$ cat src/rtl/conv_sched_pkg.sv
package conv_sched_pkg;
  typedef enum logic [2:0] {
    KIND_DET   = 3'd0,
    KIND_PORTV = 3'd1,
    KIND_VIN   = 3'd2,
    KIND_TEMP  = 3'd3,
    KIND_DRAIN = 3'd4
  } meas_kind_e;
endpackage

$ cat src/rtl/conv_sched_arb.sv
module conv_sched_arb
  import conv_sched_pkg::*;
#(
  parameter int NUM_PORTS = 4,
  localparam int PW = (NUM_PORTS > 1) ? $clog2(NUM_PORTS) : 1
) (
  input  logic          clk_i,
  input  logic          rst_ni,
  input  logic          load_i,
  input  logic          cmd_valid_i,
  input  logic [1:0]    cmd_type_i,
  input  logic [PW-1:0] cmd_port_i,
  input  logic          scan_done_i,
  input  logic [PW-1:0] scan_port_i,
  output logic          cmd_ready_o,
  output meas_kind_e    nxt_kind_o,
  output logic [PW-1:0] nxt_port_o
);
  localparam logic [PW-1:0] LAST_PORT = PW'(NUM_PORTS - 1);

  logic          pend_q;
  meas_kind_e    pend_kind_q;
  logic [PW-1:0] pend_port_q;
  logic [PW-1:0] scan_ptr_q, scan_next;
  logic          accept;

  assign cmd_ready_o = !pend_q;
  assign accept      = cmd_valid_i && !pend_q;

  // resume after the last completed scan
  assign scan_next = !scan_done_i ? scan_ptr_q :
                     (scan_port_i == LAST_PORT) ? '0 : scan_port_i + 1'b1;

  always_comb begin
    if (pend_q) begin
      nxt_kind_o = pend_kind_q;
      nxt_port_o = pend_port_q;
    end else if (accept) begin
      nxt_kind_o = meas_kind_e'({1'b0, cmd_type_i});
      nxt_port_o = cmd_port_i;
    end else begin
      nxt_kind_o = KIND_DRAIN;
      nxt_port_o = scan_next;
    end
  end

  always_ff @(posedge clk_i or negedge rst_ni) begin
    if (!rst_ni) begin
      pend_q      <= 1'b0;
      pend_kind_q <= KIND_DET;
      pend_port_q <= '0;
      scan_ptr_q  <= '0;
    end else begin
      scan_ptr_q <= scan_next;
      if (accept && !load_i) begin
        pend_q      <= 1'b1;
        pend_kind_q <= meas_kind_e'({1'b0, cmd_type_i});
        pend_port_q <= cmd_port_i;
      end else if (load_i && pend_q) begin
        pend_q <= 1'b0;
      end
    end
  end
endmodule

$ cat src/rtl/conv_sched_timer.sv
module conv_sched_timer #(
  parameter int CONV_CYCLES   = 100000,
  parameter int DET_SAMP_50HZ = 125000,
  parameter int DET_SAMP_60HZ = 104167,
  parameter int DET_SAMPLES   = 16,
  localparam int MAX_A = (CONV_CYCLES > DET_SAMP_50HZ) ? CONV_CYCLES : DET_SAMP_50HZ,
  localparam int MAX_W = (MAX_A > DET_SAMP_60HZ) ? MAX_A : DET_SAMP_60HZ,
  localparam int CW    = $clog2(MAX_W + 1),
  localparam int SW    = (DET_SAMPLES > 1) ? $clog2(DET_SAMPLES) : 1
) (
  input  logic clk_i,
  input  logic rst_ni,
  input  logic load_i,
  input  logic is_det_i,
  input  logic mains_i,
  output logic active_o,
  output logic strobe_o,
  output logic last_o
);
  localparam logic [CW-1:0] LEN_CONV = CW'(CONV_CYCLES - 1);
  localparam logic [CW-1:0] LEN_50   = CW'(DET_SAMP_50HZ - 1);
  localparam logic [CW-1:0] LEN_60   = CW'(DET_SAMP_60HZ - 1);
  localparam logic [SW-1:0] LAST_SMP = SW'(DET_SAMPLES - 1);

  logic [CW-1:0] cnt_q;
  logic [SW-1:0] smp_q;
  logic          det_q, mains_q;

  function automatic logic [CW-1:0] win_len(input logic det, input logic mains);
    return det ? (mains ? LEN_60 : LEN_50) : LEN_CONV;
  endfunction

  assign strobe_o = active_o && (cnt_q == '0);
  assign last_o   = strobe_o && (!det_q || smp_q == LAST_SMP);

  always_ff @(posedge clk_i or negedge rst_ni) begin
    if (!rst_ni) begin
      active_o <= 1'b0;
      cnt_q    <= '0;
      smp_q    <= '0;
      det_q    <= 1'b0;
      mains_q  <= 1'b0;
    end else if (load_i) begin
      active_o <= 1'b1;
      cnt_q    <= win_len(is_det_i, mains_i);
      smp_q    <= '0;
      det_q    <= is_det_i;
      mains_q  <= mains_i;
    end else if (active_o) begin
      if (cnt_q == '0) begin
        cnt_q <= win_len(det_q, mains_q);
        smp_q <= smp_q + 1'b1;
      end else begin
        cnt_q <= cnt_q - 1'b1;
      end
    end
  end
endmodule

$ cat src/rtl/conv_sched_acc.sv
module conv_sched_acc #(
  parameter int DATA_W      = 10,
  parameter int DET_SAMPLES = 16,
  localparam int SHIFT = $clog2(DET_SAMPLES),
  localparam int AW    = DATA_W + SHIFT
) (
  input  logic              clk_i,
  input  logic              rst_ni,
  input  logic              strobe_i,
  input  logic              last_i,
  input  logic              is_det_i,
  input  logic [DATA_W-1:0] data_i,
  output logic [DATA_W-1:0] result_o
);
  logic [AW-1:0] acc_q, sum;

  assign sum      = acc_q + AW'(data_i);
  // DET_SAMPLES is a power of two: divide by shift
  assign result_o = is_det_i ? DATA_W'(sum >> SHIFT) : data_i;

  always_ff @(posedge clk_i or negedge rst_ni) begin
    if (!rst_ni)       acc_q <= '0;
    else if (strobe_i) acc_q <= last_i ? '0 : sum;
  end
endmodule

$ cat src/rtl/conv_sched_status.sv
module conv_sched_status #(
  parameter int NUM_PORTS    = 4,
  parameter int DATA_W       = 10,
  parameter int PG_THRESH    = 200,
  parameter int SHORT_THRESH = 64,
  localparam int PW = (NUM_PORTS > 1) ? $clog2(NUM_PORTS) : 1
) (
  input  logic                 clk_i,
  input  logic                 rst_ni,
  input  logic                 update_i,
  input  logic [PW-1:0]        port_i,
  input  logic [DATA_W-1:0]    sample_i,
  input  logic [NUM_PORTS-1:0] port_en_i,
  output logic [NUM_PORTS-1:0] pgood_o,
  output logic [NUM_PORTS-1:0] fet_short_o
);
  localparam logic [DATA_W-1:0] PG_TH = DATA_W'(PG_THRESH);
  localparam logic [DATA_W-1:0] SH_TH = DATA_W'(SHORT_THRESH);

  logic below_pg, below_sh;
  assign below_pg = sample_i < PG_TH;
  assign below_sh = sample_i < SH_TH;

  for (genvar p = 0; p < NUM_PORTS; p++) begin : g_port
    always_ff @(posedge clk_i or negedge rst_ni) begin
      if (!rst_ni) begin
        pgood_o[p]     <= 1'b0;
        fet_short_o[p] <= 1'b0;
      end else if (update_i && port_i == PW'(p)) begin
        pgood_o[p]     <= below_pg;
        fet_short_o[p] <= below_sh && !port_en_i[p];
      end
    end
  end
endmodule

$ cat src/rtl/conv_sched.sv
module conv_sched
  import conv_sched_pkg::*;
#(
  parameter int NUM_PORTS     = 4,
  parameter int DATA_W        = 10,
  parameter int CONV_CYCLES   = 100000,
  parameter int DET_SAMP_50HZ = 125000,
  parameter int DET_SAMP_60HZ = 104167,
  parameter int DET_SAMPLES   = 16,
  parameter int PG_THRESH     = 200,
  parameter int SHORT_THRESH  = 64,
  localparam int PW = (NUM_PORTS > 1) ? $clog2(NUM_PORTS) : 1
) (
  input  logic                 clk_i,
  input  logic                 rst_ni,
  input  logic                 mains_sel_i,
  input  logic [NUM_PORTS-1:0] port_en_i,
  input  logic                 cmd_valid_i,
  input  logic [1:0]           cmd_type_i,
  input  logic [PW-1:0]        cmd_port_i,
  output logic                 cmd_ready_o,
  output logic                 meas_valid_o,
  output logic [2:0]           meas_kind_o,
  output logic [PW-1:0]        meas_port_o,
  output logic                 sample_strobe_o,
  input  logic [DATA_W-1:0]    adc_data_i,
  output logic                 done_o,
  output logic [1:0]           done_type_o,
  output logic [PW-1:0]        done_port_o,
  output logic [DATA_W-1:0]    done_data_o,
  output logic [NUM_PORTS-1:0] pgood_o,
  output logic [NUM_PORTS-1:0] fet_short_o
);
  logic          active, strobe, last, load, scan_done;
  meas_kind_e    nxt_kind, cur_kind_q;
  logic [PW-1:0] nxt_port, cur_port_q;
  logic [DATA_W-1:0] result;

  assign load      = !active || last;
  assign scan_done = last && (cur_kind_q == KIND_DRAIN);

  conv_sched_arb #(.NUM_PORTS(NUM_PORTS)) u_arb (
    .clk_i, .rst_ni,
    .load_i      (load),
    .cmd_valid_i,
    .cmd_type_i,
    .cmd_port_i,
    .scan_done_i (scan_done),
    .scan_port_i (cur_port_q),
    .cmd_ready_o,
    .nxt_kind_o  (nxt_kind),
    .nxt_port_o  (nxt_port)
  );

  conv_sched_timer #(
    .CONV_CYCLES  (CONV_CYCLES),
    .DET_SAMP_50HZ(DET_SAMP_50HZ),
    .DET_SAMP_60HZ(DET_SAMP_60HZ),
    .DET_SAMPLES  (DET_SAMPLES)
  ) u_timer (
    .clk_i, .rst_ni,
    .load_i   (load),
    .is_det_i (nxt_kind == KIND_DET),
    .mains_i  (mains_sel_i),
    .active_o (active),
    .strobe_o (strobe),
    .last_o   (last)
  );

  conv_sched_acc #(.DATA_W(DATA_W), .DET_SAMPLES(DET_SAMPLES)) u_acc (
    .clk_i, .rst_ni,
    .strobe_i (strobe),
    .last_i   (last),
    .is_det_i (cur_kind_q == KIND_DET),
    .data_i   (adc_data_i),
    .result_o (result)
  );

  conv_sched_status #(
    .NUM_PORTS   (NUM_PORTS),
    .DATA_W      (DATA_W),
    .PG_THRESH   (PG_THRESH),
    .SHORT_THRESH(SHORT_THRESH)
  ) u_status (
    .clk_i, .rst_ni,
    .update_i   (scan_done),
    .port_i     (cur_port_q),
    .sample_i   (adc_data_i),
    .port_en_i,
    .pgood_o,
    .fet_short_o
  );

  always_ff @(posedge clk_i or negedge rst_ni) begin
    if (!rst_ni) begin
      cur_kind_q <= KIND_DRAIN;
      cur_port_q <= '0;
    end else if (load) begin
      cur_kind_q <= nxt_kind;
      cur_port_q <= nxt_port;
    end
  end

  always_ff @(posedge clk_i or negedge rst_ni) begin
    if (!rst_ni) begin
      done_o      <= 1'b0;
      done_type_o <= '0;
      done_port_o <= '0;
      done_data_o <= '0;
    end else begin
      done_o <= last && (cur_kind_q != KIND_DRAIN);
      if (last && cur_kind_q != KIND_DRAIN) begin
        done_type_o <= 2'(cur_kind_q);
        done_port_o <= cur_port_q;
        done_data_o <= result;
      end
    end
  end

  assign meas_valid_o    = active;
  assign meas_kind_o     = 3'(cur_kind_q);
  assign meas_port_o     = cur_port_q;
  assign sample_strobe_o = strobe;
endmodule

$ cat config.mk
export PLATFORM = sky130hd
export DESIGN_NAME = conv_sched
export DESIGN_NICKNAME = d
export VERILOG_FILES = /design/src/rtl/conv_sched_pkg.sv /design/src/rtl/conv_sched_arb.sv /design/src/rtl/conv_sched_timer.sv /design/src/rtl/conv_sched_acc.sv /design/src/rtl/conv_sched_status.sv /design/src/rtl/conv_sched.sv
export SDC_FILE = /design/constraint.sdc
export NUM_CORES = 1
export LEC_CHECK = 0
export BUFFER_PORTS_ARGS = -buffer_cell sky130_fd_sc_hd__buf_2
export CAP_MARGIN = 20
export CORE_MARGIN = 2
export CORE_UTILIZATION = 35
export CTS_BUF_LIST = sky130_fd_sc_hd__clkbuf_16
export CTS_CLUSTER_SIZE = 40
export DETAILED_ROUTE_END_ITERATION = 8
export GPL_TIMING_DRIVEN = 0
export MAX_ROUTING_LAYER = met4
export PLACE_DENSITY = 0.6
export SYNTH_ARGS = -nofsm -noshare
export SYNTH_HDL_FRONTEND = slang
export SYNTH_SLANG_ARGS = --single-unit
$ cat constraint.sdc
create_clock -name clk_i -period 5.8 [get_ports clk_i]
set_input_delay 0.29 -clock clk_i [delete_from_list [all_inputs] [get_ports clk_i]]
set_output_delay 0.29 -clock clk_i [all_outputs]
set_load 0.1 [all_outputs]
==> flow_summary.yaml <==
clock_tree:
  clock-sinks: 73
  htree_levels: 3
  clkLatencyLatePin_ns: 0.34
  cts_resized: 0
  cts_tree: "done"
  clkTransAtPathRegs_ns: 0.06
  numCtsBuffers: 9
  clk_path_buf_depth: 2
  cts-root-buf: "clkbuf_16"
placed_design:
  hpwl_um: 6880
  port_buffers: 52
  place_congestion: 0.885
  pre_cts_slack_ns: 3.08
sta:
  finalSetupViolations: 0
  slew_viol_final: 0
  tns_ns: 0
  fin_ws_ns: 2.80
  period_share_pct: 51.8
  worst_pin_slew_ns: 0.746
  fmax_mhz: 333
  relSlewSlack_pct: 50.1
  finalClockSkew_ns: 0.00669
  finalHoldViolCount: 0
  rsz0062_at_grt: "no"
  holdWs_ns: 0.125
  layout_min_cycle_time_ns: 3.00
synthesis:
  synth.avg_cell_area_um2: 9.59
  synth_xor_area_share_pct: 4.93
  synth-edff-count: 0
  synthArstFlopShare_pct: 100
  synthFlopType: "dfrtp_1"
  ys_ff_latch: 73
  yosysWarnings: 0
  synthesis.nets: 448
  synth_top_area_cell: "dfrtp_1"
  yosysSeqAreaShare_pct: 46.7
  synthAdderAreaFrac_pct: 5.95
  synth_top_family_by_area: "simple AND/OR/NAND/NOR gates"
  yosysTopAreaCellShare_pct: 46.1
  synthTopCellsByCount: "74 x nand2_1, 72 x dfrtp_1, 30 x o21ai_0"
  synth-simple-area-share_pct: 20.1
  syn_area_um2: 3910
  synth_compound_area_share_pct: 17.1
  ys_types: 58
  synth_area_leaders: "dfrtp_1 46%, nand2_1 7.1%, ha_1 5.4%"
  synth.most_common_cell: "nand2_1"
  synth_mux_area_share_pct: 2.88
  synth_cells: 408
global_routing:
  antenna_found_initial: 0
  grt_max_degree: 58
  grt_pass1_vias: 3160
  grt_usage_pct: 17.1
  grt_pass1_wl_um: 15400
  grt_overflow: 0
worst_setup_path:
  cp-end-kind: "primary output"
  worstPathArrival_ns: 2.71
  reg2reg_depth: 6
  start_kind: "flip-flop"
  crit_type: "reg2out"
  cp_max_fo: 9
  required_ns: 5.51
pwr:
  intPower_uw: 917
  totalPowerFinal_mw: 1.28
  p_clk_share_pct: 41.3
  switchingPower_uw: 366
  power_frac_comb_pct: 15.4
  p_seq_share_pct: 43.3
  power.density_nw_per_um2: 275
  peakVddDrop_v: 0.000173
  power.leakage_nw: 2.16
  p_sw_share_pct: 28.5
run:
  maxCapViolCount: 0
routing:
  drc_errors: 0
  antenna_left: 0
  drtPass1Iterations: 6
  via_count: 3216
  wirelength_um: 9260
  drtIter0Drc: 166
  avgViaCountPerCell: 5.20
  detail_route.wl_per_cell_um: 15.0
floorplan:
  core_area_um2: 10900
  num_rows: 38
  initial_core_util_pct: 35.9
  pin_count: 53
  die_h_um: 110
  fp.dieW_um: 110
  fp.dieArea_um2: 12000
worst_hold_path:
  hold_depth: 2
  min_path_type: "in2reg"
cells_and_area:
  fillers: 1047
  fin_nets: 513
  final_core_util_pct: 42.9
  areaGrowthSynthToFinish_pct: 19.3
  drive_above_1_share_pct: 19.0
  antennaDiodeCount: 0
run_status:
  outcome: "finished, final reports clean"
## repair_timing
action                                 in CTS  in global routing
setup buffers                               0                  0
endpoints found under the hold margin      16                  0
setup endpoints to repair                   0                  0
hold buffers                                1                  0
## critical path: stages, from the launching register on
cell and delay [ns]:
dfrtp_1 0.42, or4_4 0.59, or2_4 0.31, nor2_4 0.16, nand2_2 0.18, inv_1 0.25, buf_2 0.47
## power groups by stage
stage	registers, mW	logic, mW	clock network, mW
6_report	0.556	0.198	0.530
2_1_floorplan	0.605	0.0954	0
3_5_place_dp	0.565	0.198	0
4_1_cts	0.556	0.199	0.541
5_1_grt	0.560	0.219	0.562
3_3_place_gp	0.564	0.193	0
## final timing paths
path	startpoint	slack, ns	to
min in group asynchronous	rst_ni	0.36	u_status.fet_short_o[1]
max reg2reg	u_timer.cnt_q[3]	3.11	meas_port_o[0]
max	u_timer.cnt_q[3]	2.80	sample_strobe_o
max in group asynchronous	rst_ni	4.81	meas_kind_o[2]
min reg2reg	u_status.fet_short_o[3]	0.47	u_status.fet_short_o[3]
min	port_en_i[1]	0.13	u_status.fet_short_o[1]
## cells in the final DEF (no fill, tap or decap), drive strengths merged, types with 5 or more instances in the layout
cell type / instances
a21oi: 22
a21o: 7
o21ai: 30
o31ai: 9
inv: 14
xor2: 11
dfrtp: 72
clkinv: 5
or3: 9
ha: 17
mux2: 10
nand2: 75
xnor2: 11
buf: 53
nor3: 9
nand3: 8
clkbuf: 19
nor2: 29
## registers in the layout, summed over array words and instances, names as in the netlist, 3 cells and up
name	count
u_timer.cnt_q	17
u_acc.acc_q	14
done_data_o	10
u_status.fet_short_o	4
u_status.pgood_o	4
u_timer.smp_q	4
meas_kind_o	3
## cells by family after synthesis
family / count (synthesis)
muxes: 10
buffers and inverters: 23
AOI/OAI and AO/OA: 103
adders and majority gates: 18
other: 1
DFF: 73
and+or+nand+nor: 158
xor gates and xnor gates: 22
## through the flow
step,area (um2),std cells
finish,4670,618
global route,4670,618
CTS,4670,618
detailed placement,4380,601
global placement,4350,600
floorplan,3910,408
## routing by layer
metal	vias to the layer above	global-route usage, %	share of wire [%]
met1	1565	21.2	46
li1	1586	-	-
met4	0	5.70	1.5
met3	13	4.15	4.3
met5	-	-	0
met2	52	27.4	48
## cell type report
cell class                 instances  area, um2  area share (%)
clock inverter                     7       55.1            1.18
timing repair buffer              54        300            6.43
inverter                          13       48.8            1.05
buffer                            10       37.5           0.804
multi-input combinational        312       2000            42.8
tap                              140        175            3.75
clock buffer                       9        225            4.83
sequential                        73       1830            39.2
Note: power is estimated with default switching activity, not from simulation.
